`config.mk`:
```
export PLATFORM = sky130hd
export DESIGN_NAME = pin_mux_arbiter
export DESIGN_NICKNAME = d
export VERILOG_FILES = /design/src/rtl/pin_mux_pkg.sv /design/src/rtl/pin_mux_decode.sv /design/src/rtl/pin_mux_claim_timer.sv /design/src/rtl/pin_mux_owner_fsm.sv /design/src/rtl/pin_mux_arbiter.sv
export SDC_FILE = /design/constraint.sdc
export NUM_CORES = 1
export LEC_CHECK = 0
export ABC_AREA = 1
export BUFFER_PORTS_ARGS = -buffer_cell sky130_fd_sc_hd__buf_2
export CAP_MARGIN = 0
export CORE_AREA = 4 4 117 119
export DETAILED_ROUTE_END_ITERATION = 10
export DIE_AREA = 0 0 121 123
export GPL_TIMING_DRIVEN = 0
export HOLD_SLACK_MARGIN = 0.06
export SLEW_MARGIN = 15
export SYNTH_ARGS = -nofsm -noshare
export SYNTH_HDL_FRONTEND = slang
export SYNTH_SLANG_ARGS = --single-unit
```
`constraint.sdc`:
```
create_clock -name clk -period 3.9 [get_ports clk]
set_clock_uncertainty 0.1 [all_clocks]
set_input_delay 0.39 -clock clk [delete_from_list [all_inputs] [get_ports clk]]
set_output_delay 0.39 -clock clk [all_outputs]
set_load 0.05 [all_outputs]
```
`src/rtl/pin_mux_pkg.sv`:
```
package pin_mux_pkg;

  typedef enum logic [2:0] {
    OWN_IDLE    = 3'd0,
    OWN_PCI     = 3'd1,
    OWN_TURN    = 3'd2,
    OWN_ISA_GO  = 3'd3,
    OWN_ISA_RUN = 3'd4
  } owner_state_e;

  function automatic logic window_hit(input logic [63:0] addr,
                                      input logic [63:0] base,
                                      input logic [63:0] mask);
    return (((addr ^ base) & mask) == 64'd0);
  endfunction

endpackage

```
`src/rtl/pin_mux_decode.sv`:
```
module pin_mux_decode #(
  parameter int          AW        = 32,
  parameter int          NCS       = 4,
  parameter logic [NCS-1:0] CS_IO_MAP = 4'b1100,
  parameter logic [AW-1:0] POST_A  = 'h80,
  parameter logic [AW-1:0] POST_B  = 'h84
) (
  input  logic [AW-1:0]     addr,
  input  logic              is_io,
  input  logic              is_wr,
  input  logic [NCS*AW-1:0] cs_base,
  input  logic [NCS*AW-1:0] cs_mask,
  input  logic [NCS-1:0]    cs_en,
  output logic              isa_hit
);
  import pin_mux_pkg::*;

  logic [NCS-1:0] win_match;
  logic           post_match;

  for (genvar gi = 0; gi < NCS; gi++) begin : g_win
    logic space_ok;
    logic [63:0] a_ext, b_ext, m_ext;
    assign space_ok = CS_IO_MAP[gi] ? is_io : ~is_io;
    assign a_ext = 64'(addr);
    assign b_ext = 64'(cs_base[gi*AW +: AW]);
    assign m_ext = 64'(cs_mask[gi*AW +: AW]);
    assign win_match[gi] = cs_en[gi] & space_ok & window_hit(a_ext, b_ext, m_ext);
  end

  always_comb begin
    post_match = is_io & is_wr & ((addr == POST_A) | (addr == POST_B));
    isa_hit    = (|win_match) | post_match;
  end

endmodule

```
`src/rtl/pin_mux_claim_timer.sv`:
```
module pin_mux_claim_timer #(
  parameter int SUB_WAIT = 4
) (
  input  logic clk,
  input  logic rst_n,
  input  logic run,
  input  logic devsel_n,
  output logic claimed,
  output logic expired
);
  localparam int CW = $clog2(SUB_WAIT + 1);
  localparam logic [CW-1:0] LAST = CW'(SUB_WAIT - 1);

  logic [CW-1:0] cnt_q, cnt_d;
  logic          claim_q, claim_d;
  logic          cnt_en;

  always_comb begin
    cnt_en  = run & devsel_n & ~claim_q & (cnt_q != LAST);
    cnt_d   = cnt_q;
    claim_d = claim_q;
    if (!run) begin
      cnt_d   = '0;
      claim_d = 1'b0;
    end else begin
      if (cnt_en)    cnt_d   = cnt_q + CW'(1);
      if (!devsel_n) claim_d = 1'b1;
    end
  end

  always_ff @(posedge clk or negedge rst_n) begin
    if (!rst_n) begin
      cnt_q   <= '0;
      claim_q <= 1'b0;
    end else begin
      cnt_q   <= cnt_d;
      claim_q <= claim_d;
    end
  end

  assign claimed = claim_q | (run & ~devsel_n);
  assign expired = run & devsel_n & ~claim_q & (cnt_q == LAST);

endmodule

```
`src/rtl/pin_mux_owner_fsm.sv`:
```
module pin_mux_owner_fsm #(
  parameter int TURN_CYC = 1
) (
  input  logic clk,
  input  logic rst_n,
  input  logic req_valid,
  input  logic isa_hit,
  input  logic subtr_en,
  input  logic expired,
  input  logic pci_done,
  input  logic isa_done,
  output logic req_ready,
  output logic pci_run,
  output logic grant_pci,
  output logic grant_isa,
  output logic isa_start,
  output logic trde_n
);
  import pin_mux_pkg::*;

  localparam int TW = (TURN_CYC > 1) ? $clog2(TURN_CYC) : 1;
  localparam logic [TW-1:0] TLAST = TW'(TURN_CYC - 1);

  owner_state_e st_q, st_d;
  logic [TW-1:0] turn_q, turn_d;
  logic          pend_q, pend_d;

  always_comb begin
    st_d   = st_q;
    turn_d = turn_q;
    pend_d = pend_q;
    unique case (st_q)
      OWN_IDLE: begin
        if (req_valid) st_d = isa_hit ? OWN_ISA_GO : OWN_PCI;
      end
      OWN_PCI: begin
        if (pci_done) begin
          st_d   = OWN_TURN;
          pend_d = 1'b0;
          turn_d = '0;
        end else if (expired && subtr_en) begin
          st_d   = OWN_TURN;
          pend_d = 1'b1;
          turn_d = '0;
        end
      end
      OWN_TURN: begin
        if (turn_q == TLAST) begin
          st_d   = pend_q ? OWN_ISA_GO : OWN_IDLE;
          pend_d = 1'b0;
        end else begin
          turn_d = turn_q + TW'(1);
        end
      end
      OWN_ISA_GO: st_d = OWN_ISA_RUN;
      OWN_ISA_RUN: begin
        if (isa_done) begin
          st_d   = OWN_TURN;
          pend_d = 1'b0;
          turn_d = '0;
        end
      end
      default: st_d = OWN_IDLE;
    endcase
  end

  always_ff @(posedge clk or negedge rst_n) begin
    if (!rst_n) begin
      st_q   <= OWN_IDLE;
      turn_q <= '0;
      pend_q <= 1'b0;
    end else begin
      st_q   <= st_d;
      turn_q <= turn_d;
      pend_q <= pend_d;
    end
  end

  always_comb begin
    req_ready = (st_q == OWN_IDLE);
    pci_run   = (st_q == OWN_PCI);
    grant_pci = (st_q == OWN_PCI);
    grant_isa = (st_q == OWN_ISA_GO) | (st_q == OWN_ISA_RUN);
    isa_start = (st_q == OWN_ISA_GO);
    trde_n    = ~grant_isa;
  end

endmodule

```
`src/rtl/pin_mux_arbiter.sv`:
```
module pin_mux_arbiter #(
  parameter int             AW        = 32,
  parameter int             NCS       = 4,
  parameter logic [NCS-1:0] CS_IO_MAP = 4'b1100,
  parameter int             SUB_WAIT  = 4,
  parameter int             TURN_CYC  = 1
) (
  input  logic              clk,
  input  logic              rst_n,
  input  logic              req_valid,
  input  logic [AW-1:0]     req_addr,
  input  logic              req_is_io,
  input  logic              req_is_wr,
  output logic              req_ready,
  input  logic [NCS*AW-1:0] cs_base,
  input  logic [NCS*AW-1:0] cs_mask,
  input  logic [NCS-1:0]    cs_en,
  input  logic              subtr_en,
  input  logic              devsel_n,
  input  logic              pci_done,
  input  logic              isa_done,
  input  logic              ior_n,
  input  logic              memr_n,
  output logic              grant_pci,
  output logic              grant_isa,
  output logic              isa_start,
  output logic              rd_n,
  output logic              trde_n
);
  logic isa_hit, pci_run, claimed, expired;

  pin_mux_decode #(
    .AW(AW), .NCS(NCS), .CS_IO_MAP(CS_IO_MAP)
  ) u_decode (
    .addr(req_addr), .is_io(req_is_io), .is_wr(req_is_wr),
    .cs_base(cs_base), .cs_mask(cs_mask), .cs_en(cs_en),
    .isa_hit(isa_hit)
  );

  pin_mux_claim_timer #(.SUB_WAIT(SUB_WAIT)) u_timer (
    .clk(clk), .rst_n(rst_n), .run(pci_run), .devsel_n(devsel_n),
    .claimed(claimed), .expired(expired)
  );

  pin_mux_owner_fsm #(.TURN_CYC(TURN_CYC)) u_fsm (
    .clk(clk), .rst_n(rst_n), .req_valid(req_valid), .isa_hit(isa_hit),
    .subtr_en(subtr_en), .expired(expired), .pci_done(pci_done),
    .isa_done(isa_done), .req_ready(req_ready), .pci_run(pci_run),
    .grant_pci(grant_pci), .grant_isa(grant_isa), .isa_start(isa_start),
    .trde_n(trde_n)
  );

  logic unused_claim;
  assign unused_claim = claimed;

  assign rd_n = ior_n & memr_n;

endmodule

```
==> flow_metrics.py, run 1 <==
metrics = {
    "run_status": {
        "status": "finished clean",
    },
    "final_layout": {
        "multiInputGateArea_sq_mm": 0.002499,
        "nets": 1269,
        "seqCellArea_sq_um": 200.2,
        "area_growth_pct": 59.62,
        "fillers": 1510,
        "post-route-cell-area_sq_mm": 0.004931,
        "drive_gt1_share_pct": 33.37,
        "final_core_util_pct": 39.23,
    },
    "drt": {
        "viasPerCell": 4.430,
        "drt-initial-drc-count": 198,
        "wire_per_inst_microns": 14.56,
        "drt-total-wl_microns": 16540,
        "drt-pass1-iter-count": 4,
        "drc_errors": 0,
        "vias": 5032,
        "postRouteAntennaNets": 0,
    },
    "floorplan": {
        "die_w_microns": 121,
        "die_area_sq_mm": 0.01488,
        "rows": 41,
        "die_y_microns": 123,
        "core_area_sq_mm": 0.01257,
        "start_util_pct": 24.58,
        "io_pins": 309,
    },
    "worst_hold_path": {
        "hold_depth": 2,
        "hold_class": "in2reg",
        "timing.hold.worst.start": "pci_done",
        "holdPathEnd": "u_fsm.pend_q",
    },
    "timing": {
        "relSlewSlack_pct": 68.74,
        "setup_viol": 0,
        "fmax_mhz": 513.1,
        "rsz0062_at_grt": "no",
        "fin_hold_ws_ns": 0.2622,
        "tightest_slew_ns": 0.4663,
        "fin_tns_setup_ns": 0,
        "fin_crit_sh_pct": 49.98,
        "slew_violations": 0,
        "finalHoldViolations": 0,
        "fin_crit_ns": 1.949,
    },
    "clock_network": {
        "cts_root_buf": "clkbuf_16",
        "post-cts-setup-buffer-count": 0,
        "cts-buffers-inserted": 3,
        "ctsHtreeMaxLevel": 1,
        "cts.sink_count": 8,
        "clockBufferDepth": 2,
        "cts_tree": "built",
        "clk_latency_ns": 0.23,
        "clk_pin_slew_ns": 0.04,
    },
    "power": {
        "vdd_drop_max_mv": 0.1064,
        "power_mw": 1.035,
        "power_density_mw_per_mm2": 210.0,
        "p_leak_nw": 3.114,
    },
    "setup_path": {
        "critPathArrivalTime_ns": 1.46,
        "cp-start-kind": "flip-flop",
        "path_max_fanout": 7,
        "reg2regPathDepth": 7,
        "reg2reg_to": "u_fsm.st_q[0]",
        "timing.rr.start": "u_timer.cnt_q[0]",
        "worstSetupPathType": "reg2out",
        "rrSetupSlack_ns": 2.30,
        "worst_setup_path_end_kind": "output port",
        "cp.required_ns": 3.41,
    },
    "synth": {
        "ys_ff_latch": 8,
        "netlist_area_sq_mm": 0.003089,
        "avgSynthCellArea_sq_um": 4.745,
        "syn-num-nets": 956,
        "synth_seq_area_share_pct": 6.480,
        "synth_cells": 651,
        "yosysWarnings": 0,
        "ys_types": 25,
    },
    "placed_design": {
        "gp_congestion": 0.8455,
        "portBuffers": 307,
        "place_area_sq_mm": 0.004841,
        "hpwl_microns": 15320,
    },
    "grt": {
        "antenna_found_initial": 3,
        "overflow": 0,
        "grt_max_degree": 10,
        "grt_pass1_wl_microns": 23810,
        "grt_usage_pct": 20.79,
        "grt_pass1_vias": 4785,
    },
    "job": {
        "max_cap_violations": 0,
    },
}
worst max-delay path: stages, from the launching register on:
cell	delay [ns]
dfrtp_1	0.44
nor3_2	0.44
buf_2	0.35
final cells by class:
type | count | area share, %
Clock buffer | 3 | 1.522
Timing Repair Buffer | 308 | 31.36
Sequential cell | 8 | 4.060
Antenna cell | 2 | 0.1015
Tap cell | 172 | 4.364
Buffer | 1 | 0.2284
Inverter | 101 | 7.688
Multi-Input combinational cell | 541 | 50.67
metrics by stage:
stage	setup slack [ns]	instances
3_5_place_dp	2.016	1130
6_report	1.951	1136
5_1_grt	1.861	1135
2_1_floorplan	1.345	651
4_1_cts	1.955	1134
3_3_place_gp	2.028	1130
layout by cell type (no fill, tap or decap):
cell	synthesis	final
a31oi_1	1	1
o22ai_1	2	2
nor4_1	2	2
dlygate4sd3_1	0	1
nor2_1	45	45
or2_2	2	2
nor3_2	2	2
o31ai_1	1	1
inv_2	3	3
a21oi_1	3	3
nand2_1	258	258
nand3_1	135	135
nand4_1	8	8
diode_2	0	2
inv_1	98	98
clkbuf_16	0	3
o21bai_1	1	1
or2_1	53	53
ha_1	2	2
or2_0	6	6
nand3b_1	1	1
buf_2	0	307
dfrtp_1	8	8
nor3_1	4	4
nand3_2	1	1
nor2_2	2	2
o21ai_1	2	2
xor2_1	10	10
buf_6	1	1
flip-flops by register name, summed over array words and instances (netlist names):
register / count
u_fsm.pend_q: 1
u_timer.cnt_q: 3
u_fsm.st_q: 3
u_timer.claim_q: 1
per-layer routing:
| layer | vias to the layer above | wire [microns] | GRT usage [%] |
|---|---|---|---|
| met5 | - | 21 | 0 |
| met4 | 4 | 211 | 3.966 |
| met3 | 14 | 1386 | 3.477 |
| met2 | 198 | 8254 | 39.08 |
| met1 | 2152 | 6666 | 24.94 |
| li1 | 2664 | - | - |
worst max path at each step:
stage	start	to	cells after the start
global route	u_fsm.st_q[1]	grant_pci	2
floorplan	u_fsm.st_q[1]	grant_isa	4
global placement	req_addr[21]	u_fsm.st_q[1]	11
CTS	u_fsm.st_q[2]	grant_pci	2
detailed placement	req_addr[27]	u_fsm.st_q[1]	11
finish	u_fsm.st_q[2]	grant_pci	2
logic make-up after synthesis:
| logic type | share of synthesized area, % |
|---|---|
| AND/OR/NAND/NOR | 75.33 |
| buffers and inverters | 12.64 |
| AO/OA/AOI/OAI | 1.904 |
| XOR/XNOR | 2.835 |
| flip-flops | 6.480 |
| adder cells (fa/ha/maj) | 0.8099 |
report_power, final:
part	switching, mW	internal [mW]	total [mW]	leakage [nW]
registers	0.0277	0.117	0.145	0.104
logic	0.438	0.280	0.718	2.97
clock network	0.0408	0.132	0.173	0.0370
cells in the mapped netlist (all sizes together):
cell type / number / area [sq um]
nand4: 8 / 50.05
or2: 61 / 381.6
nand3: 136 / 685.7
o21bai: 1 / 7.510
dfrtp: 8 / 200.2
o21ai: 2 / 10.01
buf: 1 / 11.26
nand3b: 1 / 7.510
a21oi: 3 / 15.01
xor2: 10 / 87.58
inv: 101 / 379.1
nand2: 258 / 968.4
nor4: 2 / 12.51
nor2: 47 / 181.4
a31oi: 1 / 6.260
nor3: 6 / 40.04
o31ai: 1 / 7.510
o22ai: 2 / 12.51
ha: 2 / 25.02
timing repair:
item | 4_1_cts | 5_1_grt
resized for setup | 0 | 0
endpoints found under the hold margin | 8 | 0
hold buffers | 1 | 0
Power figures use the tool's default switching activity.
==> run 2, diff against run 1 <==
ABC_AREA = 0   (was 1)
CORE_AREA = 4 4 118 120   (was 4 4 117 119)
DIE_AREA = 0 0 122 124   (was 0 0 121 123)
clock period = 1.8 ns   (was 3.9 ns; I/O delays follow)
==> run 2 against run 1 <==
Final cell count decreased by 32%. Final area down 12%. Sequential share of layout area up 0.58 points. Die area is 1.6% higher. Synthesized area down 20%. Non-clock buffer count up 3. Synthesized cell count down 52%. Via count is 32% lower. Highest routed layer is now met4. Setup slack got worse by 1.9 ns. Register-to-register slack lost 2.1 ns.
==> flow_metrics.py, run 2 <==
metrics = {
    "drt": {
        "wire_per_inst_microns": 19.44,
        "viasPerCell": 4.466,
        "drc_errors": 0,
        "drt-pass1-iter-count": 4,
        "postRouteAntennaNets": 0,
        "drt-initial-drc-count": 190,
        "drt-total-wl_microns": 14950,
        "vias": 3434,
    },
    "power": {
        "power_density_mw_per_mm2": 500.8,
        "vdd_drop_max_mv": 0.2624,
        "p_leak_nw": 2.270,
    },
    "synth": {
        "synth_seq_area_share_pct": 8.093,
        "ys_ff_latch": 8,
        "synthXorXnorAreaFrac_pct": 46.03,
        "ys_types": 41,
        "synthAdderAreaFrac_pct": 1.012,
        "synth-edff-count": 0,
        "postSynth.asyncResetShare_pct": 100.0,
        "synth.most_common_cell": "xor2_1",
        "yosys_most_used_dff": "dfrtp_1",
        "avgSynthCellArea_sq_um": 7.979,
        "netlist_area_sq_mm": 0.002474,
        "synth_compound_area_share_pct": 24.73,
        "synth_area_leaders": "xor2_1 (45%), dfrtp_1 (8.1%), a22oi_1 (7.9%)",
        "syn-num-nets": 615,
        "yosysWarnings": 0,
        "synth_cells": 310,
        "synth_top_cell_area_share_pct": 45.32,
        "synth_mux_area_share_pct": 0.8093,
        "synth_top_family_by_area": "XOR/XNOR gates",
        "yosys.area_share.simple_pct": 12.34,
        "synth_top_area_cell": "xor2_1",
        "yosys-top-cells-count": "xor2_1 (128), clkbuf_1 (27), a22oi_1 (26)",
    },
    "timing": {
        "fin_crit_sh_pct": 99.68,
        "relSlewSlack_pct": 69.77,
        "setup_viol": 0,
        "tightest_slew_ns": 0.4493,
        "finalHoldViolations": 0,
        "rsz0062_at_grt": "yes",
        "fmax_mhz": 557.3,
        "fin_crit_ns": 1.794,
        "slew_violations": 0,
    },
    "grt": {
        "grt_usage_pct": 18.26,
        "antenna_found_initial": 3,
        "grt_max_degree": 11,
        "grt_pass1_wl_microns": 20440,
        "overflow": 0,
        "grt_pass1_vias": 3481,
    },
    "placed_design": {
        "hpwl_microns": 13400,
        "place_area_sq_mm": 0.004098,
        "gp_congestion": 0.9158,
        "dp.cells": 763,
        "portBuffers": 277,
    },
    "floorplan": {
        "core_area_sq_mm": 0.01298,
        "die_area_sq_mm": 0.01513,
        "io_pins": 309,
        "die_y_microns": 124,
        "start_util_pct": 19.06,
        "die_w_microns": 122,
        "rows": 42,
    },
    "clock_network": {
        "cts_root_buf": "clkbuf_16",
        "clockBufferDepth": 2,
        "ctsHtreeMaxLevel": 1,
        "cts.sink_count": 8,
        "cts-buffers-inserted": 3,
        "cts_tree": "built",
        "clk_pin_slew_ns": 0.03,
        "clk_latency_ns": 0.23,
    },
    "run_status": {
        "status": "finished clean",
    },
    "job": {
        "max_cap_violations": 0,
    },
    "setup_path": {
        "timing.rr.start": "u_timer.cnt_q[0]",
        "worst_setup_path_end_kind": "flip-flop",
        "cp-start-kind": "input port",
        "worstSetupPathType": "in2reg",
        "reg2regPathDepth": 5,
        "cp.required_ns": 1.84,
        "rrSetupSlack_ns": 0.21,
        "path_max_fanout": 5,
        "critPathArrivalTime_ns": 1.84,
        "reg2reg_to": "u_timer.cnt_q[1]",
    },
    "final_layout": {
        "final_common_cell": "buf_2",
        "reg_top3": "u_fsm.st_q: 3 flops, u_timer.cnt_q: 3 flops",
        "fin_cells": 769,
        "fillers": 1443,
        "multiInputGateArea_sq_mm": 0.002198,
        "seqCellArea_sq_um": 201.4,
        "nets": 897,
        "post-route-cell-area_sq_mm": 0.004343,
        "area_growth_pct": 75.57,
        "drive_gt1_share_pct": 56.10,
        "final_cell_mix": "buf_2 (283), xor2_1 (128), a22oi_1 (24)",
    },
    "worst_hold_path": {
        "hold_depth": 2,
        "holdPathEnd": "u_fsm.pend_q",
        "timing.hold.worst.start": "pci_done",
        "hold_class": "in2reg",
    },
}
==> run 2: cell types whose count changed after synthesis, moves of 15 or more <==
cell,change
inv_1,-93
or2_1,-53
a22o_1,+15
nand2_1,-252
nor2_1,-38
a22oi_1,+26
clkbuf_1,+27
nand3_1,-133
xor2_1,+118
==> run 2: per-layer routing <==
metal  vias up  part of all wire [%]  track usage [%]
met3         8                   7.9            3.043
met2       170                    51            32.98
met5         -                     0                0
met4         0                   1.2            3.081
li1       1694                     -                -
met1      1562                    40            23.13
==> run 2: critical path, cell delays in order <==
cell	delay [ns]
buf_4	0.15
xor2_1	0.14
a22o_1	0.21
a221oi_4	0.33
nand4_1	0.17
or4_4	0.52
a31oi_2	0.14
==> run 2: kinds of logic after synthesis <==
kind of cell,after synthesis
XOR/XNOR,130
AO/OA/AOI/OAI,76
AND/OR/NAND/NOR,52
buffers and inverters,40
flip-flops,8
multiplexers,2
adder cells (fa/ha/maj),2
==> run 2: area by class of cell <==
type | instances | share of cell area [%]
diodes | 3 | 0.1729
plain buffers | 33 | 4.725
clock buffers | 3 | 1.729
well taps | 176 | 5.071
inverters | 5 | 0.5186
multi-input cells | 262 | 50.62
repair buffers | 279 | 32.53
flip-flops and latches | 8 | 4.638
==> run 2: worst max path at each step <==
| stage | endpoint | start | slack, ns | cells after the start |
|---|---|---|---|---|
| 6_report | u_fsm.st_q[1] | req_addr[15] | 0.006 | 7 |
| 5_1_grt | u_fsm.st_q[1] | req_addr[10] | -0.06 | 7 |
| 4_1_cts | u_fsm.st_q[1] | req_addr[15] | -0.05 | 7 |
| 3_5_place_dp | u_fsm.st_q[1] | req_addr[4] | -1.03 | 6 |
| 3_3_place_gp | u_fsm.st_q[1] | req_addr[4] | -1.02 | 6 |
| 2_1_floorplan | trde_n | u_fsm.st_q[2] | -0.02 | 4 |
==> run 2: what timing repair did <==
action	in CTS	in global routing
hold buffers	1	0
setup endpoints to repair	4	3
gates resized for setup	40	18
pin swaps	11	5
endpoints found under the hold margin	8	0
buffers inserted	0	1
==> run 2: per-stage QoR <==
step / hold WS [ns] / total power [mW] / utilization [%] / setup WS (ns) / TNS (ns)
after floorplan: -0.2156 / 1.144 / - / -0.01973 / -0.01973
after global placement: -0.06635 / 1.711 / 31.57 / -1.016 / -1.027
after detailed placement: -0.06456 / 1.720 / 31.57 / -1.025 / -1.030
after CTS: 0.07835 / 2.166 / 33.10 / -0.04599 / -0.04599
after global routing: 0.09595 / 2.337 / 33.46 / -0.06088 / -0.06088
final: 0.08585 / 2.175 / 33.46 / 0.005752 / 0
==> run 2: where the power goes <==
group	switching (mW)	internal, mW
logic	0.821	0.703
registers	0.0450	0.238
clock network	0.0821	0.286
